## src/rtl/rvs_pkg.sv

```systemverilog
// Shared types for the reset vector sequencer.
// Assumes: nothing beyond the standard types.
package rvs_pkg;
    typedef enum logic [2:0] {
        PH_DUMMY = 3'd0,
        PH_STACK = 3'd1,
        PH_VLO   = 3'd2,
        PH_VHI   = 3'd3,
        PH_RUN   = 3'd4
    } rvs_phase_t;
endpackage

```

## src/rtl/rvs_ctrl.sv

```systemverilog
// Phase controller: decides which bus cycle of the reset sequence is current
// and advances on each clock enable.
// Assumes: DUMMY_CNT >= 1 and STACK_CNT >= 1; synchronous active-low reset.
module rvs_ctrl
    import rvs_pkg::*;
#(
    parameter int DUMMY_CNT = 2,
    parameter int STACK_CNT = 3
) (
    input  logic       clk,
    input  logic       rst_n,
    input  logic       cyc_en,
    output rvs_phase_t phase,
    output logic       step_stack,
    output logic       step_vlo,
    output logic       step_vhi
);
    localparam int MAXC  = (DUMMY_CNT > STACK_CNT) ? DUMMY_CNT : STACK_CNT;
    localparam int CNT_W = (MAXC > 1) ? $clog2(MAXC) : 1;
    localparam logic [CNT_W-1:0] LAST_D = CNT_W'(DUMMY_CNT - 1);
    localparam logic [CNT_W-1:0] LAST_S = CNT_W'(STACK_CNT - 1);

    logic [CNT_W-1:0] cnt;

    // Strobes telling the register unit which cycle completes this clock.
    always_comb begin
        step_stack = cyc_en && (phase == PH_STACK);
        step_vlo   = cyc_en && (phase == PH_VLO);
        step_vhi   = cyc_en && (phase == PH_VHI);
    end

    // Phase and in-phase cycle counter, advanced by the clock enable.
    always_ff @(posedge clk) begin
        if (!rst_n) begin
            phase <= PH_DUMMY;
            cnt   <= '0;
        end else if (cyc_en) begin
            unique case (phase)
                PH_DUMMY: begin
                    if (cnt == LAST_D) begin
                        phase <= PH_STACK;
                        cnt   <= '0;
                    end else begin
                        cnt <= cnt + 1'b1;
                    end
                end
                PH_STACK: begin
                    if (cnt == LAST_S) begin
                        phase <= PH_VLO;
                        cnt   <= '0;
                    end else begin
                        cnt <= cnt + 1'b1;
                    end
                end
                PH_VLO:  phase <= PH_VHI;
                PH_VHI:  phase <= PH_RUN;
                default: phase <= PH_RUN;
            endcase
        end
    end
endmodule

```

## src/rtl/rvs_regs.sv

```systemverilog
// Register unit: holds the stack pointer, status, held address, vector low
// byte and program counter, and produces the done pulse.
// Assumes: the step strobes are one-hot and qualified by the clock enable.
module rvs_regs #(
    parameter int         STAT_W   = 8,
    parameter int         IDIS_BIT = 2,
    parameter int         BRK_BIT  = 4
) (
    input  logic              clk,
    input  logic              rst_n,
    input  logic              step_stack,
    input  logic              step_vlo,
    input  logic              step_vhi,
    input  logic [7:0]        rd_data,
    input  logic [7:0]        sp_init,
    input  logic [STAT_W-1:0] stat_init,
    input  logic [15:0]       cur_addr,
    output logic [7:0]        sp,
    output logic [STAT_W-1:0] stat,
    output logic [15:0]       hold_addr,
    output logic [15:0]       pc,
    output logic              done
);
    localparam logic [STAT_W-1:0] IDIS_MASK = STAT_W'(1) << IDIS_BIT;
    localparam logic [STAT_W-1:0] BRK_MASK  = STAT_W'(1) << BRK_BIT;

    logic [7:0] vec_lo;

    // Stack pointer: loaded in reset, stepped down by each stack cycle.
    always_ff @(posedge clk) begin
        if (!rst_n)          sp <= sp_init;
        else if (step_stack) sp <= sp - 8'd1;
    end

    // Status: loaded in reset, bits set at the two vector cycles.
    always_ff @(posedge clk) begin
        if (!rst_n)        stat <= stat_init;
        else if (step_vlo) stat <= stat | IDIS_MASK;
        else if (step_vhi) stat <= stat | BRK_MASK;
    end

    // Address repeated by the dummy cycles, captured while reset is held.
    always_ff @(posedge clk) begin
        if (!rst_n) hold_addr <= cur_addr;
    end

    // Vector capture, program counter load and one-clock done pulse.
    always_ff @(posedge clk) begin
        if (!rst_n) begin
            vec_lo <= '0;
            pc     <= '0;
            done   <= 1'b0;
        end else begin
            done <= step_vhi;
            if (step_vlo) vec_lo <= rd_data;
            if (step_vhi) pc     <= {rd_data, vec_lo};
        end
    end
endmodule

```

## src/rtl/rvs_addr.sv

```systemverilog
// Address selector: forms the bus address for the current phase.
// Assumes: the phase is stable during a clock; purely combinational.
module rvs_addr
    import rvs_pkg::*;
#(
    parameter logic [7:0]  STACK_PAGE = 8'h01,
    parameter logic [15:0] VEC_ADDR   = 16'hFFFC
) (
    input  rvs_phase_t  phase,
    input  logic [15:0] hold_addr,
    input  logic [7:0]  sp,
    input  logic [15:0] pc,
    output logic [15:0] addr
);
    // Select the address of the bus cycle in progress.
    always_comb begin
        unique case (phase)
            PH_DUMMY: addr = hold_addr;
            PH_STACK: addr = {STACK_PAGE, sp};
            PH_VLO:   addr = VEC_ADDR;
            PH_VHI:   addr = VEC_ADDR + 16'd1;
            default:  addr = pc;
        endcase
    end
endmodule

```

## src/rtl/rvs_seq.sv

```systemverilog
// Reset vector sequencer top: after reset it runs dummy reads, read-only
// stack cycles and a two-byte vector fetch, then loads the program counter.
// Assumes: one bus cycle per clock enable; synchronous active-low reset.
module rvs_seq
    import rvs_pkg::*;
#(
    parameter int          DUMMY_CNT  = 2,
    parameter int          STACK_CNT  = 3,
    parameter logic [7:0]  STACK_PAGE = 8'h01,
    parameter logic [15:0] VEC_ADDR   = 16'hFFFC
) (
    input  logic        clk,
    input  logic        rst_n,
    input  logic        cyc_en,
    input  logic [7:0]  rd_data,
    input  logic [7:0]  sp_init,
    input  logic [7:0]  stat_init,
    input  logic [15:0] cur_addr,
    output logic [15:0] bus_addr,
    output logic        bus_rd,
    output logic [7:0]  sp_out,
    output logic [7:0]  stat_out,
    output logic [15:0] pc_out,
    output logic        done
);
    rvs_phase_t  phase;
    logic        step_stack, step_vlo, step_vhi;
    logic [15:0] hold_addr;

    // Every cycle of this sequence is a read.
    assign bus_rd = 1'b1;

    rvs_ctrl #(
        .DUMMY_CNT (DUMMY_CNT),
        .STACK_CNT (STACK_CNT)
    ) u_ctrl (
        .clk        (clk),
        .rst_n      (rst_n),
        .cyc_en     (cyc_en),
        .phase      (phase),
        .step_stack (step_stack),
        .step_vlo   (step_vlo),
        .step_vhi   (step_vhi)
    );

    rvs_regs #(
        .STAT_W   (8),
        .IDIS_BIT (2),
        .BRK_BIT  (4)
    ) u_regs (
        .clk        (clk),
        .rst_n      (rst_n),
        .step_stack (step_stack),
        .step_vlo   (step_vlo),
        .step_vhi   (step_vhi),
        .rd_data    (rd_data),
        .sp_init    (sp_init),
        .stat_init  (stat_init),
        .cur_addr   (cur_addr),
        .sp         (sp_out),
        .stat       (stat_out),
        .hold_addr  (hold_addr),
        .pc         (pc_out),
        .done       (done)
    );

    rvs_addr #(
        .STACK_PAGE (STACK_PAGE),
        .VEC_ADDR   (VEC_ADDR)
    ) u_addr (
        .phase     (phase),
        .hold_addr (hold_addr),
        .sp        (sp_out),
        .pc        (pc_out),
        .addr      (bus_addr)
    );
endmodule

```

## config.mk

```make
export PLATFORM = sky130hd
export DESIGN_NAME = rvs_seq
export DESIGN_NICKNAME = d
export VERILOG_FILES = /design/src/rtl/rvs_pkg.sv /design/src/rtl/rvs_ctrl.sv /design/src/rtl/rvs_regs.sv /design/src/rtl/rvs_addr.sv /design/src/rtl/rvs_seq.sv
export SDC_FILE = /design/constraint.sdc
export NUM_CORES = 1
export LEC_CHECK = 0
export BUFFER_PORTS_ARGS = -buffer_cell sky130_fd_sc_hd__buf_4
export CELL_PAD_IN_SITES_DETAIL_PLACEMENT = 0
export CELL_PAD_IN_SITES_GLOBAL_PLACEMENT = 2
export CORE_ASPECT_RATIO = 0.9
export CORE_MARGIN = 1
export CORE_UTILIZATION = 27
export DETAILED_ROUTE_END_ITERATION = 8
export PLACE_DENSITY_LB_ADDON = 0.1
export SLEW_MARGIN = 20
export SYNTH_ARGS = -nofsm -noshare
export SYNTH_HDL_FRONTEND = slang
export SYNTH_SLANG_ARGS = --single-unit
```

## constraint.sdc

```tcl
create_clock -name clk -period 1.7 [get_ports clk]
set_input_delay 0.085 -clock clk [delete_from_list [all_inputs] [get_ports clk]]
set_output_delay 0.085 -clock clk [all_outputs]
set_load 0.01 [all_outputs]
```

==> impl_metrics.yaml <==
outcome:
  status: "finished clean"
pwr:
  power_switching_share_pct: 24.3
  pwr-share-comb_pct: 15.4
  vdd_drop_max_v: 0.000368
  p_switching_w: 0.000832
  intPower_w: 0.00259
  p_clk_share_pct: 35.2
  p_seq_share_pct: 49.3
  pwr_density_cell_nw_per_um2: 856
  leakage_nw: 1.65
timing:
  rsz0062_at_grt: "yes"
  skew_ns: 0.00853
  hold_viol: 0
  max_freq_mhz: 599
  drv_slew: 0
  whs_ns: 0.0363
  tightest_slew_ns: 0.703
  fin_setup_tns_ns: 0
  min_period_ns: 1.67
  period_share_pct: 98.2
  max-slew-margin-rel_pct: 53.1
  finalSetupViolations: 0
clock_network:
  cts_buffers: 9
  cts.clk_slew.worst_paths_ns: 0.07
  cts_tree: "done"
  h-tree-depth: 3
  clk_latency_ns: 0.34
  cts_sinks: 62
  cts_buffer_depth: 2
  cts_root_buffer: "clkbuf_8"
detailed_routing:
  first_iter_violations: 71
  totalWireLength_um: 7450
  drtPass1Iterations: 4
  vias_per_cell: 4.61
  wire_per_inst_um: 15.2
  ant_nets: 0
  num_vias: 2265
  drc: 0
worst_setup_path:
  cp_num_buf_inv: 1
  worstPathArrival_ns: 1.85
  critPathMaxFanout: 3
  path_class: "flop to flop"
  critPathLaunchType: "flop"
  crit_path_end_kind: "flop"
  rr_startpoint: "u_regs.sp[0]"
  startpoint: "u_regs.sp[0]"
  required_ns: 1.88
  crit_path_max_incr_delay_ns: 0.46
  slowest_stage: "or4b_4"
  rrSetupSlack_ns: 0.03
  crit_family: "simple AND/OR/NAND/NOR gates"
  crit_chain: "inv_2, ha_4, or4b_4, or3_1, a31oi_1"
synth:
  yosys-top-cells-area: "edfxtp_1, dfxtp_1, a22o_1"
  syn_nets: 280
  synth_ff_type: "edfxtp_1"
  synth_seq_cells: 62
  syn_avg_cell_area_um2: 11.1
  netlist_area_um2: 2630
  syn_inst: 236
  yosysSeqAreaShare_pct: 59.4
  ys.warnings.count: 0
  synth_top_cell_by_area: "edfxtp_1"
  synth_top_area_share_pct: 36.6
  yosysUniqueCellTypes: 46
  synthArstFlopShare_pct: 0
  synth_edf_count: 32
cells_and_area:
  final_common_cell: "buf_4"
  final_cells: 491
  most-common-layout-cells: "buf_4, edfxtp_1, dfxtp_1"
  fill_cells: 921
  syn_to_final_growth_pct: 52.4
  drive_above_1_share_pct: 37.9
  num_antenna_cells: 0
  nets: 408
  design_area_um2: 4000
global_route:
  grt_max_degree: 27
  grt_pass1_wl_um: 11700
  grtUsageTotal_pct: 15.6
  first_global_vias: 2243
  antenna_found_initial: 0
  grt_overflow: 0
worst_hold_path:
  hp-class: "input pin to flop"
  worstHoldStart: "sp_init[5]"
run:
  cap_violations: 0
place:
  place_area_um2: 3510
  port_buffers: 91
  hpwl_um: 5240
  placed_cells: 449
  routabilityCongestion: 0.733
die:
  die_h_um: 95.6
  dieWidth_um: 106
  start_util_pct: 28.3
  ios: 93
  coreArea_um2: 9290
  rows: 33
  die_area_um2: 10100
layout make-up:
type | count | area (um2) | share of cell area (%)
inverters | 7 | 26.3 | 0.656
clock buffers | 12 | 166 | 4.16
flip-flops and latches | 62 | 1560 | 39.0
multi-input cells | 149 | 980 | 24.5
repair buffers | 135 | 1100 | 27.4
clock inverters | 4 | 20.0 | 0.500
well taps | 122 | 153 | 3.81
flip-flops by register name (all words and copies together) (netlist names):
name and cells:
u_regs.stat 8, u_regs.pc 16, u_regs.vec_lo 8, u_ctrl.cnt 2, u_regs.hold_addr 16, u_regs.done 1, u_ctrl.phase 3, u_regs.sp 8
timing repair:
item,CTS,global route
hold endpoints to repair,33,0
setup buffers,0,1
resized for setup,10,6
pin swaps,1,2
hold buffers,25,0
setup endpoints to repair,7,7
worst paths after layout:
check	to	cells after the start
hold reg to reg	u_regs.pc[0]	1
hold / removal	u_regs.sp[5]	2
setup / recovery	u_regs.sp[6]	5
setup reg to reg	u_regs.sp[6]	5
power groups by stage:
stage	Combinational, W	Clock, W	Sequential [W]
final	0.000529	0.00121	0.00169
after global routing	0.000580	0.00132	0.00170
after CTS	0.000530	0.00125	0.00169
after detailed placement	0.000471	0	0.00172
after global placement	0.000472	0	0.00172
after floorplan	0.000181	0	0.00173
Yosys cell counts (2+ instances only):
cell type	instances
inv_1	6
nand2b_1	3
buf_1	2
nor2b_1	6
edfxtp_1	32
a21oi_1	14
a211oi_1	6
o31ai_1	2
a22o_1	24
nor3_1	2
buf_2	4
clkbuf_1	8
clkbuf_8	2
dfxtp_1	30
and2_1	6
o21ai_0	19
nand2_1	20
or3_1	2
a31oi_1	4
nor2_1	15
o21a_1	2
and4b_1	2
mux2i_1	2
cells by family (layout without fill, tap and decap cells):
| group | after synthesis | after routing | share of synthesized area (%) |
|---|---|---|---|
| compound gates | 79 | 79 | 20.7 |
| xor+xnor | 1 | 1 | 0.333 |
| fa+ha+maj | 1 | 1 | 0.476 |
| buf+inv | 25 | 158 | 4.91 |
| flops | 62 | 62 | 59.4 |
| mux | 3 | 3 | 1.19 |
| other cells | 1 | 1 | 0.143 |
| simple gates | 64 | 64 | 12.8 |
metrics by stage:
stage	worst slack, ns	utilization, %	total power (W)
after CTS	-0.00735	42.9	0.00347
after floorplan	-0.0312	-	0.00191
final	0.0302	43.1	0.00343
after global routing	-0.0396	43.1	0.00359
after global placement	0.0438	37.8	0.00219
after detailed placement	-0.0292	37.8	0.00219
metal layers:
metal / track usage (%) / routed length [um] / up-vias
li1: - / - / 1130
met1: 19.7 / 3490 / 1074
met2: 25.3 / 3520 / 56
met3: 5.06 / 369 / 5
met4: 4.86 / 72 / 0
met5: 0 / 0 / -
Power figures use the tool's default switching activity.
